$ cat src/rtl/vt_pkg.sv
package vt_pkg;
  typedef enum logic [1:0] {
    LVL_NEAR = 2'd0,
    LVL_MID  = 2'd1,
    LVL_FAR  = 2'd2,
    LVL_NONE = 2'd3
  } lvl_e;

  localparam logic [3:0] A_CTRL  = 4'd0;
  localparam logic [3:0] A_LAT0  = 4'd1;
  localparam logic [3:0] A_TLO   = 4'd4;
  localparam logic [3:0] A_THI   = 4'd5;
  localparam logic [3:0] A_CNT0  = 4'd6;
  localparam int         N_LVL   = 3;
endpackage

$ cat src/rtl/vt_lat_regs.sv
module vt_lat_regs #(
  parameter int LAT_W  = 16,
  parameter int DEF_L0 = 1,
  parameter int DEF_L1 = 8,
  parameter int DEF_L2 = 60
) (
  input  logic                  clk,
  input  logic                  rst_n,
  input  logic                  wr_en,
  input  logic [3:0]            wr_addr,
  input  logic [LAT_W-1:0]      wr_val,
  output logic [2:0][LAT_W-1:0] lat
);
  import vt_pkg::*;
  logic [2:0][LAT_W-1:0] lat_d;
  logic [2:0][LAT_W-1:0] lat_q;

  always_comb begin
    lat_d = lat_q;
    for (int i = 0; i < N_LVL; i++)
      if (wr_en && wr_addr == A_LAT0 + 4'(i)) lat_d[i] = wr_val;
  end

  always_ff @(posedge clk or negedge rst_n) begin
    if (!rst_n) begin
      lat_q[0] <= LAT_W'(DEF_L0);
      lat_q[1] <= LAT_W'(DEF_L1);
      lat_q[2] <= LAT_W'(DEF_L2);
    end else begin
      lat_q <= lat_d;
    end
  end

  assign lat = lat_q;

  AST_LAT_HOLD: assert property (@(posedge clk) disable iff (!rst_n)
    !wr_en |=> $stable(lat_q)) else $error("latency changed without write");
endmodule

$ cat src/rtl/vt_sat_counter.sv
module vt_sat_counter #(
  parameter int W = 32
) (
  input  logic         clk,
  input  logic         rst_n,
  input  logic         clr,
  input  logic         inc,
  output logic [W-1:0] cnt
);
  logic [W-1:0] cnt_d;
  logic [W-1:0] cnt_q;
  logic         at_max;

  assign at_max = &cnt_q;

  always_comb begin
    cnt_d = cnt_q;
    if (clr)                cnt_d = '0;
    else if (inc && !at_max) cnt_d = cnt_q + W'(1);
  end

  always_ff @(posedge clk or negedge rst_n) begin
    if (!rst_n) cnt_q <= '0;
    else        cnt_q <= cnt_d;
  end

  assign cnt = cnt_q;

  AST_CNT_SAT: assert property (@(posedge clk) disable iff (!rst_n)
    (at_max && !clr) |=> &cnt_q) else $error("counter wrapped");
  AST_CNT_CLR: assert property (@(posedge clk) disable iff (!rst_n)
    clr |=> cnt_q == '0) else $error("counter not cleared");
endmodule

$ cat src/rtl/vt_accum.sv
module vt_accum #(
  parameter int VT_W  = 64,
  parameter int ADD_W = 33
) (
  input  logic             clk,
  input  logic             rst_n,
  input  logic             clr,
  input  logic             add_en,
  input  logic [ADD_W-1:0] add_val,
  output logic [VT_W-1:0]  vt
);
  logic [VT_W-1:0] vt_d;
  logic [VT_W-1:0] vt_q;

  always_comb begin
    vt_d = vt_q;
    if (clr)         vt_d = '0;
    else if (add_en) vt_d = vt_q + VT_W'(add_val);
  end

  always_ff @(posedge clk or negedge rst_n) begin
    if (!rst_n) vt_q <= '0;
    else        vt_q <= vt_d;
  end

  assign vt = vt_q;

  AST_VT_NO_DECREASE: assert property (@(posedge clk) disable iff (!rst_n)
    !clr |=> vt_q >= $past(vt_q)) else $error("virtual time went back");
  AST_VT_CLR: assert property (@(posedge clk) disable iff (!rst_n)
    clr |=> vt_q == '0) else $error("virtual time not cleared");
endmodule

$ cat src/rtl/vtime_emu.sv
module vtime_emu #(
  parameter int LAT_W = 16,
  parameter int CNT_W = 32
) (
  input  logic        clk,
  input  logic        rst_n,
  input  logic        acc_valid,
  input  logic [1:0]  acc_level,
  input  logic        cmp_valid,
  input  logic [31:0] cmp_cycles,
  input  logic        wr_en,
  input  logic [3:0]  wr_addr,
  input  logic [31:0] wr_data,
  input  logic        rd_en,
  input  logic [3:0]  rd_addr,
  output logic [31:0] rd_data
);
  import vt_pkg::*;
  localparam int VT_W  = 64;
  localparam int ADD_W = 33;
  localparam int HALF  = VT_W / 2;

  logic [2:0][LAT_W-1:0] lat;
  logic [VT_W-1:0]       vt;
  logic [2:0][CNT_W-1:0] cnt;
  logic                  clr;
  logic                  lvl_ok;
  logic [ADD_W-1:0]      add_val;
  logic                  add_en;
  logic [HALF-1:0]       hi_d, hi_q;
  logic [31:0]           rd_d, rd_q;
  logic                  lo_read;

  assign clr    = wr_en && wr_addr == A_CTRL && wr_data[0];
  assign lvl_ok = acc_valid && lvl_e'(acc_level) != LVL_NONE;

  always_comb begin
    add_val = '0;
    if (lvl_ok)    add_val = ADD_W'(lat[acc_level]);
    if (cmp_valid) add_val = add_val + ADD_W'(cmp_cycles);
  end
  assign add_en = !clr && (lvl_ok || cmp_valid);

  vt_lat_regs #(.LAT_W(LAT_W)) u_lat (
    .clk(clk), .rst_n(rst_n), .wr_en(wr_en), .wr_addr(wr_addr),
    .wr_val(wr_data[LAT_W-1:0]), .lat(lat)
  );

  vt_accum #(.VT_W(VT_W), .ADD_W(ADD_W)) u_acc (
    .clk(clk), .rst_n(rst_n), .clr(clr), .add_en(add_en),
    .add_val(add_val), .vt(vt)
  );

  for (genvar g = 0; g < N_LVL; g++) begin : g_cnt
    logic inc_g;
    assign inc_g = !clr && acc_valid && acc_level == 2'(g);
    vt_sat_counter #(.W(CNT_W)) u_cnt (
      .clk(clk), .rst_n(rst_n), .clr(clr), .inc(inc_g), .cnt(cnt[g])
    );
  end

  assign lo_read = rd_en && rd_addr == A_TLO;

  always_comb begin
    hi_d = lo_read ? vt[VT_W-1:HALF] : hi_q;
    rd_d = rd_q;
    if (rd_en) begin
      rd_d = '0;
      if (rd_addr >= A_LAT0 && rd_addr < A_LAT0 + 4'(N_LVL))
        rd_d = 32'(lat[rd_addr - A_LAT0]);
      else if (rd_addr == A_TLO)
        rd_d = vt[HALF-1:0];
      else if (rd_addr == A_THI)
        rd_d = hi_q;
      else if (rd_addr >= A_CNT0 && rd_addr < A_CNT0 + 4'(N_LVL))
        rd_d = 32'(cnt[rd_addr - A_CNT0]);
    end
  end

  always_ff @(posedge clk or negedge rst_n) begin
    if (!rst_n) begin
      hi_q <= '0;
      rd_q <= '0;
    end else begin
      hi_q <= hi_d;
      rd_q <= rd_d;
    end
  end

  assign rd_data = rd_q;

  AST_SNAP_HOLD: assert property (@(posedge clk) disable iff (!rst_n)
    !lo_read |=> $stable(hi_q)) else $error("captured high word moved");
  AST_SNAP_TAKE: assert property (@(posedge clk) disable iff (!rst_n)
    lo_read |=> hi_q == $past(vt[VT_W-1:HALF])) else $error("high word not captured");
endmodule

$ cat config.mk
export PLATFORM = sky130hd
export DESIGN_NAME = vtime_emu
export DESIGN_NICKNAME = d
export VERILOG_FILES = /design/src/rtl/vt_pkg.sv /design/src/rtl/vt_lat_regs.sv /design/src/rtl/vt_sat_counter.sv /design/src/rtl/vt_accum.sv /design/src/rtl/vtime_emu.sv
export SDC_FILE = /design/constraint.sdc
export NUM_CORES = 1
export LEC_CHECK = 0
export BUFFER_PORTS_ARGS = -buffer_cell sky130_fd_sc_hd__buf_2
export CAP_MARGIN = 40
export CORE_MARGIN = 1.5
export CORE_UTILIZATION = 40
export DETAILED_ROUTE_END_ITERATION = 12
export GPL_TIMING_DRIVEN = 0
export SKIP_LAST_GASP = 1
export SLEW_MARGIN = 5
export SYNTH_ARGS = -nofsm -noshare
export SYNTH_HDL_FRONTEND = slang
export SYNTH_SLANG_ARGS = --single-unit
export TNS_END_PERCENT = 5
$ cat constraint.sdc
create_clock -name clk -period 4.56 [get_ports clk]
set_input_delay 0.456 -clock clk [delete_from_list [all_inputs] [get_ports clk]]
set_output_delay 0.456 -clock clk [all_outputs]
set_load 0.02 [all_outputs]
==> results of run 1 <==
==> per-layer routing <==
metal,global-route usage (%),up-vias,part of all wire [%]
met3,3.217,115,4.8
met4,10.54,0,4.1
met5,0.3337,-,0
li1,-,7260,-
met1,31.11,7504,44
met2,40.42,428,48
==> cell type report <==
type,count,area [um^2],share of cell area [%]
clock inverters,10,106.4,0.5151
well taps,539,674.4,3.266
repair buffers,154,1006,4.872
flip-flops and latches,272,6814,33.00
multi-input cells,1505,10300,49.90
plain buffers,95,510.5,2.472
inverters,49,187.7,0.9090
clock buffers,53,1046,5.066
==> timing repair <==
action,4_1_cts,5_1_grt
endpoints found under the setup margin,53,53
gates cloned,1,1
gates resized for setup,64,46
pin swaps,36,28
hold endpoints to repair,67,0
hold buffers,1,0
buffers inserted,39,15
==> per-stage QoR <==
step / instances / setup TNS [ps]
2_1_floorplan: 1926 / -13200
3_3_place_gp: 2558 / -628430
3_5_place_dp: 2562 / -82680
4_1_cts: 2663 / -17440
5_1_grt: 2677 / -32580
6_report: 2677 / -21550
==> cell usage after synthesis (2+ instances only) <==
library cell  count
nand4_1          39
o21ai_0         110
a31oi_1           8
nor2b_1          10
and2_1           14
or2_2             4
nand3_1          53
a21o_1           29
nand2b_1          3
nand2_1         197
fa_1              2
clkbuf_1         94
a41oi_1           4
o41a_1            2
a211o_1           2
nor4_1            4
nor2_1          221
o21a_1           10
nor3b_1           6
a22o_1           11
a211oi_1         14
xnor2_1          64
buf_1             3
xor2_1           62
dfrtp_1         266
or3_1            32
mux2i_1          69
o211ai_1         41
buf_2             2
inv_1            48
a21oi_1         206
mux2_2           90
and3_1           36
o31ai_1          21
nor3_1           11
or4_1            17
and2_0            2
ha_1             56
or4b_2            2
and4_1           17
o21bai_1          5
dfstp_2           6
o221a_2           3
==> worst max-delay path, delay by kind of cell <==
family | cells | cell delay, ps
adders and majority gates | 2 | 470
and+or+nand+nor | 3 | 290
AOI/OAI and AO/OA | 16 | 3240
buffers and inverters | 7 | 1110
==> power by group through the flow <==
| stage | logic (mW) | clock network [mW] | registers, mW |
|---|---|---|---|
| floorplan | 1.88 | 0 | 3.06 |
| global placement | 2.44 | 0 | 3.16 |
| detailed placement | 2.47 | 0 | 3.17 |
| CTS | 2.69 | 2.88 | 3.13 |
| global route | 3.12 | 2.96 | 3.20 |
| finish | 2.85 | 2.82 | 3.15 |
==> kinds of logic (layout without fill, tap and decap cells) <==
logic type	after synthesis	after routing	synth area share, %
DFF	272	272	39.89
and+or+nand+nor	675	675	18.79
AOI/OAI and AO/OA	487	487	17.25
buffers and inverters	149	361	3.310
adders and majority gates	58	58	4.336
muxes	159	159	9.975
xor gates and xnor gates	126	126	6.460
==> registers in the layout, summed over array words and instances, names as in the netlist <==
signal and flops:
g_cnt.u_cnt.cnt 96, u_lat.lat 48, rd_data 32, u_acc.vt 64
hi_q 32
==> worst paths after layout <==
kind	startpoint	end	slack (ps)	cells past startpoint
setup / recovery	acc_level[0]	u_acc.vt[48]	-630	28
hold / removal	wr_data[12]	u_lat.lat[12]	170	2
setup reg to reg	u_lat.lat[0]	u_acc.vt[48]	-620	24
hold reg to reg	hi_q[25]	hi_q[25]	480	2
max in group asynchronous	rst_n	u_acc.vt[27]	2720	4
min in group asynchronous	rst_n	g_cnt[0].u_cnt.cnt[7]	470	2
==> flow_summary_export.csv, run 1 <==
group,metric,value,unit
global_routing,grt_max_degree,104,
status,violations,"negative setup slack",
synthesis,synth_warnings,0,
sta,fin_crit_sh,113.7,%
worst_setup_path,endpoint_kind,"flip-flop",
global_routing,antenna_found_initial,0,
cells_and_area,n_antenna_cell,0,
clock_tree,clock_sinks,272,
sta,hold_ws,167.4,ps
power,p_comb_share,32.2,%
sta,worstMarginPinSlew,999.1,ps
global_routing,track_usage,24.09,%
routing,drt_iter0_markers,1201,
synthesis,synth.distinct_cells,73,
global_routing,grt_pass1_vias,15100,
clock_tree,ctsLongestPathBuffers,3,
worst_setup_path,crit_slowest_cell,"a221o_2",
synthesis,synth_area,17080,um^2
routing,dr.pass1.iters,5,
global_routing,grt_pass1_wl,82.67,mm
power,switching_share,34.46,%
cells_and_area,final_cell_mix,"dfrtp_1 (266), nor2_1 (218), nand2_1 (196), a21oi_1 (177), o21ai_0 (102)",
place,place_ws,-1992,ps
floorplan,fp.dieH,209.7,um
clock_tree,path_clk_slew,60,ps
routing,wl,53.31,mm
synthesis,yosys.area.top_type,"dfrtp_1",
floorplan,core,42040,um^2
synthesis,ys_seq_area_share,39.89,%
place,placed_area,18560,um^2
clock_tree,htree_levels,2,
floorplan,rows,75,
sta,skew,25.74,ps
routing,num_vias,15310,
synthesis,synth_area_leaders,"dfrtp_1 (39%), a21oi_1 (6.0%), mux2_2 (5.9%)",
global_routing,grt_overflow,0,
clock_tree,cts_buffers,35,
sta,layout_setup_ws,-626.4,ps
floorplan,die_w,209.7,um
routing,vias_per_cell,5.718,
cells_and_area,fin_nets,2250,
cells_and_area,final_util,49.11,%
floorplan,dieArea,43960,um^2
job,max-cap-violations,0,
power,ir_worst_vdd,0.0003355,V
status,status,"finished with violations",
worst_setup_path,crit_path_max_fanout,10,
worst_hold_path,min_path_type,"in -> reg",
sta,setup_viol,50,
synthesis,synth_top_area_share,38.96,%
power,pwr-share-clk,32.0,%
cells_and_area,finalInstanceArea,20650,um^2
floorplan,pin_count,112,
sta,hold_viol,0,
place,globalplace.congestion,0.9131,
place,hpwl,39.32,mm
synthesis,synth_edf_count,0,
synthesis,async_flop_share,100.0,%
clock_tree,clkLatencyLatePin,550,ps
routing,route.detailed.drc,0,
power,p_per_area,427.3,nW/um^2
worst_setup_path,critPathArrivalTime,5630,ps
synthesis,synth_cells,1926,
worst_setup_path,crit_type,"in -> reg",
worst_setup_path,required,5010,ps
synthesis,synth_fp_nets,2064,
routing,routedWlPerCell,19.91,um
sta,fmax,0.1928,GHz
power,power,8.823,mW
routing,drtAntennaViolNets,0,
floorplan,start_util,40.64,%
clock_tree,cts_tree,"built",
synthesis,syn_area_per_cell,8.870,um^2
place,port_buffers,93,
power,power_frac_seq,35.8,%
sta,min_period,5186,ps
synthesis,synth_ff_type,"dfrtp_1",
cells_and_area,layout_commonest_cell,"dfrtp_1",
power,p_leak,9.106,nW
sta,rsz0062_at_grt,"true",
cells_and_area,drive_above_1_share,19.97,%
worst_setup_path,start_kind,"input pin",
sta,relSlewSlack,32.45,%
worst_setup_path,crit_path_max_incr_delay,450,ps
clock_tree,root_buffer,"clkbuf_16",
cells_and_area,syn_to_final_growth,20.86,%
power,p_int,5.782,mW
power,power.switching,3.040,mW
sta,slew_violations,0,
cells_and_area,n_fill_cell,4063,
synthesis,synth_seq_cells,272,
Power figures use the tool's default switching activity.
==> run 2, diff against run 1 <==
--- a/config.mk
+++ b/config.mk
@@ -7,10 +7,14 @@
 export LEC_CHECK = 0
 export BUFFER_PORTS_ARGS = -buffer_cell sky130_fd_sc_hd__buf_2
 export CAP_MARGIN = 40
+export CELL_PAD_IN_SITES_DETAIL_PLACEMENT = 1
+export CELL_PAD_IN_SITES_GLOBAL_PLACEMENT = 1
 export CORE_MARGIN = 1.5
 export CORE_UTILIZATION = 40
 export DETAILED_ROUTE_END_ITERATION = 12
 export GPL_TIMING_DRIVEN = 0
+export PLACE_DENSITY_LB_ADDON = 0.1
+export SETUP_SLACK_MARGIN = 0.02
 export SKIP_LAST_GASP = 1
 export SLEW_MARGIN = 5
 export SYNTH_ARGS = -nofsm -noshare
==> run 2 against run 1 <==
The run still ends with negative setup slack left. Non-clock buffer count shrank 6. Worst hold slack improved by 8.4 ps. Total power up 1.5%. Via count is 1.3% higher. Clock skew fell by 10 ps. Worst setup slack got worse by 16 ps. Critical path depth decreased by 1. Wire length up 12%. Die area did not move. Sequential cell count did not move. Combinational power up 3%. Critical endpoint is now u_acc.vt[59]. Highest routed layer unchanged.
==> flow_summary_export.csv, run 2 (synthesized netlist as in run 1, its figures left out) <==
group,metric,value,unit
global_routing,grt_pass1_vias,16090,
worst_setup_path,crit_end,"u_acc.vt[59]",
place,hpwl,44.50,mm
clock_tree,cts_tree,"built",
sta,worstMarginPinSlew,948.5,ps
floorplan,pin_count,112,
worst_setup_path,crit_path_max_fanout,10,
sta,skew,15.62,ps
cells_and_area,n_fill_cell,4888,
floorplan,rows,75,
floorplan,core,42040,um^2
status,violations,"negative setup slack",
sta,finalSetupTns,-23900,ps
routing,routedWlPerCell,22.31,um
worst_setup_path,r2r_start,"u_lat.lat[0]",
cells_and_area,largest_reg_flops,96,
sta,setup_viol,49,
worst_hold_path,min_path_type,"in -> reg",
sta,layout_setup_ws,-642.0,ps
worst_setup_path,crit_type,"in -> reg",
clock_tree,clock_sinks,272,
sta,fmax,0.1922,GHz
worst_setup_path,reg2reg_to,"u_acc.vt[38]",
global_routing,antenna_found_initial,0,
worst_setup_path,critPathArrivalTime,5690,ps
routing,vias_per_cell,5.803,
clock_tree,path_clk_slew,60,ps
global_routing,grt_max_degree,110,
cells_and_area,syn_to_final_growth,21.36,%
routing,route.detailed.drc,0,
global_routing,track_usage,27.20,%
status,status,"finished with violations",
cells_and_area,final_cell_mix,"dfrtp_1 (266), nor2_1 (215), nand2_1 (196), a21oi_1 (167)",
worst_setup_path,rr_worst_depth,24,
cells_and_area,layout_commonest_cell,"dfrtp_1",
floorplan,dieArea,43960,um^2
routing,drt_iter0_markers,870,
sta,slew_violations,0,
sta,relSlewSlack,36.76,%
floorplan,die_w,209.7,um
clock_tree,cts_buffers,35,
place,port_buffers,93,
power,ir_worst_vdd,0.0002276,V
sta,fin_crit_sh,114.1,%
routing,num_vias,15500,
global_routing,grt_pass1_wl,92.77,mm
cells_and_area,n_antenna_cell,0,
sta,min_period,5202,ps
clock_tree,clkLatencyLatePin,550,ps
worst_setup_path,startpoint,"acc_level[0]",
worst_setup_path,timing.reg2reg.setup_slack,-630,ps
job,max-cap-violations,0,
power,power,8.952,mW
routing,wl,59.58,mm
power,p_per_area,431.7,nW/um^2
sta,rsz0062_at_grt,"true",
worst_setup_path,start_kind,"input pin",
place,globalplace.congestion,0.8781,
sta,hold_viol,0,
clock_tree,htree_levels,2,
cells_and_area,drive_above_1_share,20.36,%
worst_setup_path,required,5040,ps
floorplan,fp.dieH,209.7,um
global_routing,grt_overflow,0,
cells_and_area,fin_nets,2245,
routing,drtAntennaViolNets,0,
routing,dr.pass1.iters,5,
clock_tree,root_buffer,"clkbuf_16",
sta,hold_ws,175.7,ps
power,p_leak,9.088,nW
floorplan,start_util,40.64,%
clock_tree,ctsLongestPathBuffers,3,
worst_setup_path,endpoint_kind,"flip-flop",
run 2: area by class of cell:
type                            instances  area (um^2)  area share (%)
Buffer                                 98        536.8           2.589
Clock buffer                           55         1074           5.178
Clock inverter                          7        91.34          0.4405
Inverter                               49        187.7          0.9052
Multi-Input combinational cell       1506        10430           50.31
Sequential cell                       272         6814           32.86
Tap cell                              539        674.4           3.253
Timing Repair Buffer                  145        924.6           4.460
run 2: stage by stage:
| step | instances | cell area [um^2] | setup slack [ps] | utilization [%] |
|---|---|---|---|---|
| 3_5_place_dp | 2565 | 18580 | -1940 | 44.20 |
| 6_report | 2671 | 20730 | -642.0 | 49.32 |
| 4_1_cts | 2646 | 20160 | -681.1 | 47.94 |
| 3_3_place_gp | 2558 | 18480 | -2335 | 43.96 |
| 5_1_grt | 2671 | 20730 | -802.1 | 49.32 |
| 2_1_floorplan | 1926 | 17340 | -456.0 | - |
run 2: routing by layer:
| metal | vias to the layer above | routed length [um] | GRT usage, % | share of wire (%) |
|---|---|---|---|---|
| met5 | - | 0 | 0 | 0 |
| met4 | 0 | 2008 | 9.129 | 3.4 |
| li1 | 7246 | - | - | - |
| met1 | 7853 | 26580 | 35.61 | 45 |
| met2 | 283 | 28920 | 46.15 | 49 |
| met3 | 117 | 2078 | 3.890 | 3.5 |
run 2: how the worst min path moves through the flow:
stage / to / from / slack [ps] / cells after the start
after floorplan: g_cnt[0].u_cnt.cnt[0] / rst_n / 160 / 0
after global placement: hi_q[16] / hi_q[16] / 470 / 2
after detailed placement: hi_q[25] / hi_q[25] / 480 / 2
after CTS: u_lat.lat[9] / wr_data[9] / 150 / 2
after global routing: u_lat.lat[7] / wr_data[7] / 160 / 2
final: u_lat.lat[9] / wr_data[9] / 180 / 2
run 2: repair_timing:
| item | in CTS | in global routing |
|---|---|---|
| endpoints found under the setup margin | 53 | 53 |
| endpoints found under the hold margin | 77 | 0 |
| cloned | 1 | 2 |
| pin swaps | 27 | 51 |
| hold buffers | 1 | 0 |
| resized for setup | 56 | 90 |
| buffers inserted | 19 | 22 |
run 2: power breakdown:
| group | total, mW | switching [mW] | internal (mW) | leakage [nW] |
|---|---|---|---|---|
| clock | 2.84 | 1.11 | 1.73 | 0.570 |
| combinational | 2.93 | 1.60 | 1.33 | 4.93 |
| sequential | 3.18 | 0.415 | 2.77 | 3.59 |
| total | 8.95 | 3.13 | 5.83 | 9.09 |
run 2: worst max-delay path: stages:
cell and delay (ps):
buf_2 110, clkbuf_8 170, nor2b_1 140, clkbuf_8 170
buf_12 160, a21oi_4 190, nor2_2 50, ha_2 210
fa_2 390, a21o_1 230, a31oi_4 220, a2bb2oi_4 100
buf_4 150, a41o_1 190, nand3_1 100, a21oi_1 80
o311ai_1 270, o31ai_1 170, ha_2 420, a21o_1 120
a21o_1 160, o21ai_1 130, a21oi_4 220, nor2_4 90
o41a_4 430, or4_1 480, nand2_1 70
==> run 3, diff against run 2 <==
--- a/config.mk
+++ b/config.mk
@@ -5,6 +5,7 @@
 export SDC_FILE = /design/constraint.sdc
 export NUM_CORES = 1
 export LEC_CHECK = 0
+export ABC_AREA = 1
 export BUFFER_PORTS_ARGS = -buffer_cell sky130_fd_sc_hd__buf_2
 export CAP_MARGIN = 40
 export CELL_PAD_IN_SITES_DETAIL_PLACEMENT = 1
==> run 3 against run 2 <==
The run now ends clean. Wire length rose by 54%. Die area rose by 19%. Via count up 46%. Non-clock buffer count fell by 24. Register-to-register slack improved by 840 ps. Sequential power rose by 12%.
==> flow_summary_export.csv, run 3 <==
group,metric,value,unit
routing,wl,91.85,mm
sta,relSlewSlack,34.30,%
cells_and_area,fin_nets,3497,
routing,wl_met1,43.06,mm
synthesis,synth_area_leaders,"dfrtp_1 (33%), nand2_1 (18%), inv_1 (7.3%)",
clock_tree,root_buffer,"clkbuf_16",
power,p_int,5.905,mW
place,hpwl,74.24,mm
routing,num_vias,22690,
worst_setup_path,start_kind,"input pin",
worst_setup_path,crit_type,"in -> reg",
synthesis,synth_cells,3205,
synthesis,synth_area,20340,um^2
global_routing,antenna_found_initial,2,
sta,rsz0062_at_grt,"true",
routing,vias_per_cell,5.592,
global_routing,grt_overflow,0,
worst_setup_path,crit_path_max_fanout,10,
power,power.switching,4.303,mW
global_routing,grt_max_degree,114,
worst_setup_path,endpoint_kind,"flip-flop",
floorplan,dieArea,52210,um^2
global_routing,grt_pass1_vias,22780,
sta,hold_viol,0,
clock_tree,path_clk_slew,60,ps
floorplan,core,50170,um^2
synthesis,ys_seq_area_share,33.50,%
sta,fmax,0.2278,GHz
sta,setup_viol,0,
status,status,"finished clean",
synthesis,yosysMostFrequentCell,"nand2_1",
clock_tree,cts_tree,"built",
power,power,10.21,mW
place,placed_area,21750,um^2
routing,dr.max_layer_used,"met4",
cells_and_area,syn_to_final_growth,16.80,%
clock_tree,clock_sinks,272,
worst_setup_path,critPathArrivalTime,4850,ps
floorplan,pin_count,112,
clock_tree,htree_levels,2,
synthesis,synth_top_area_share,32.73,%
power,ir_worst_vdd,0.0002718,V
synthesis,syn_area_per_cell,6.346,um^2
floorplan,rows,82,
power,p_per_area,429.7,nW/um^2
place,port_buffers,94,
floorplan,start_util,40.54,%
routing,wl_met2,40.39,mm
worst_setup_path,required,5020,ps
global_routing,track_usage,34.84,%
routing,drtAntennaViolNets,0,
synthesis,synth_fp_nets,3343,
power,pwr-share-clk,31.0,%
routing,drt_iter0_markers,1978,
power,p_leak,11.53,nW
synthesis,synth_edf_count,0,
sta,hold_ws,162.6,ps
sta,worstMarginPinSlew,985.5,ps
power,p_comb_share,34.3,%
sta,slew_violations,0,
synthesis,synth_ff_type,"dfrtp_1",
synthesis,synthTopCellsByCount,"nand2_1 (970), inv_1 (397), nor2_1 (368)",
power,power_frac_seq,34.7,%
sta,min_period,4390,ps
sta,skew,18.61,ps
worst_hold_path,min_path_type,"in -> reg",
synthesis,synth_seq_cells,272,
clock_tree,cts_buffers,36,
cells_and_area,final_cell_mix,"nand2_1 (930), inv_1 (391), nor2_1 (333), dfrtp_1 (266), o21ai_0 (241)",
job,max-cap-violations,0,
routing,dr.pass1.iters,5,
synthesis,async_flop_share,100.0,%
cells_and_area,largest_reg_flops,96,
cells_and_area,drive_above_1_share,12.94,%
floorplan,die_w,228.5,um
synthesis,synth_warnings,0,
sta,fin_crit_sh,96.27,%
routing,wl_met3,5.778,mm
global_routing,grt_pass1_wl,139.4,mm
power,switching_share,42.15,%
floorplan,fp.dieH,228.5,um
place,globalplace.congestion,0.9928,
cells_and_area,n_antenna_cell,0,
synthesis,yosys.area.top_type,"dfrtp_1",
cells_and_area,finalInstanceArea,23760,um^2
clock_tree,clkLatencyLatePin,570,ps
cells_and_area,layout_commonest_cell,"nand2_1",
routing,route.detailed.drc,0,
synthesis,synth.distinct_cells,52,
clock_tree,ctsLongestPathBuffers,3,
routing,routedWlPerCell,22.63,um
run 3: cell types whose count changed after synthesis, moves of 35 or more:
cell and delta:
o21ai_0 +139, inv_1 +349, nor2_1 +147, nand3_1 +142, o21ai_1 +51, clkbuf_1 -35, mux2i_1 -69, xnor2_1 -51
nor3_1 +65, mux2_2 -84, nand2_1 +773
run 3: per-stage QoR:
step           worst slack (ps)  utilization, %  TNS, ps  cells
3_3_place_gp              -2346           43.15  -676100   3971
2_1_floorplan             430.4               -        0   3205
6_report                  170.2           47.35        0   4058
5_1_grt                  -99.34           47.35    -1374   4058
3_5_place_dp              -1648           43.36   -67170   3976
4_1_cts                  -28.10           46.39   -106.4   4047
run 3: final cells by class:
cell class                 count  area, um^2
clock inverter                18       247.7
sequential                   272        6814
fill                        6689       26410
inverter                     420        1577
multi-input combinational   2410       12020
clock buffer                  47        1045
timing repair buffer         116       715.7
tap                          672       840.8
buffer                       103       493.0
run 3: cell families after synthesis:
group           count (synthesis)  synth area share [%]
simple gates                 1737                 35.95
compound gates                562                 14.46
buf+inv                       523                 10.09
mux                             6                0.3322
fa+ha+maj                      58                 3.642
xor+xnor                       47                 2.024
flops                         272                 33.50
run 3: metal layers:
layer	GRT usage [%]	vias to the layer above
met5	0	-
met2	54.30	706
li1	-	10600
met3	4.391	126
met4	10.39	0
met1	50.23	11260
run 3: worst paths after layout:
path | start | endpoint | slack (ps) | cells after the start
max in group asynchronous | rst_n | u_acc.vt[42] | 2980 | 3
max reg2reg | u_lat.lat[0] | u_acc.vt[34] | 210 | 27
max | acc_level[0] | u_acc.vt[35] | 170 | 28
min in group asynchronous | rst_n | g_cnt[0].u_cnt.cnt[26] | 510 | 2
min reg2reg | rd_data[14] | rd_data[14] | 480 | 2
min | wr_data[4] | u_lat.lat[36] | 160 | 3
run 3: power by group through the flow:
| stage | sequential [mW] | combinational (mW) | clock [mW] |
|---|---|---|---|
| 3_3_place_gp | 3.52 | 3.02 | 0 |
| 3_5_place_dp | 3.54 | 3.15 | 0 |
| 5_1_grt | 3.57 | 3.87 | 3.27 |
| 2_1_floorplan | 3.27 | 2.08 | 0 |
| 6_report | 3.55 | 3.50 | 3.16 |
| 4_1_cts | 3.50 | 3.23 | 3.19 |
run 3: what timing repair did:
action | in CTS | in global routing
hold buffers | 1 | 0
endpoints found under the setup margin | 52 | 51
hold endpoints to repair | 78 | 0
cloned | 0 | 0
gates resized for setup | 57 | 113
buffers inserted | 5 | 11
pin swaps | 10 | 25
run 3: critical path, cell delays in order:
cell and delay, ps:
buf_2 120, buf_4 180, nor2_1 130, inv_2 90, buf_6 150, o211ai_1 330
nand2_2 220, inv_2 140, ha_2 320, a21oi_2 150, o21ai_0 130, a21oi_2 200
o21ai_4 110, or2_2 280, nand3_1 70, o21ai_1 140, ha_4 350, nand2_1 100
nor2_2 170, inv_1 90, nor2_4 150, nand4_1 100, nand3b_1 210, nand2_1 110
nand2_2 130, nand3_1 80, nand2_1 70, nor2_1 50
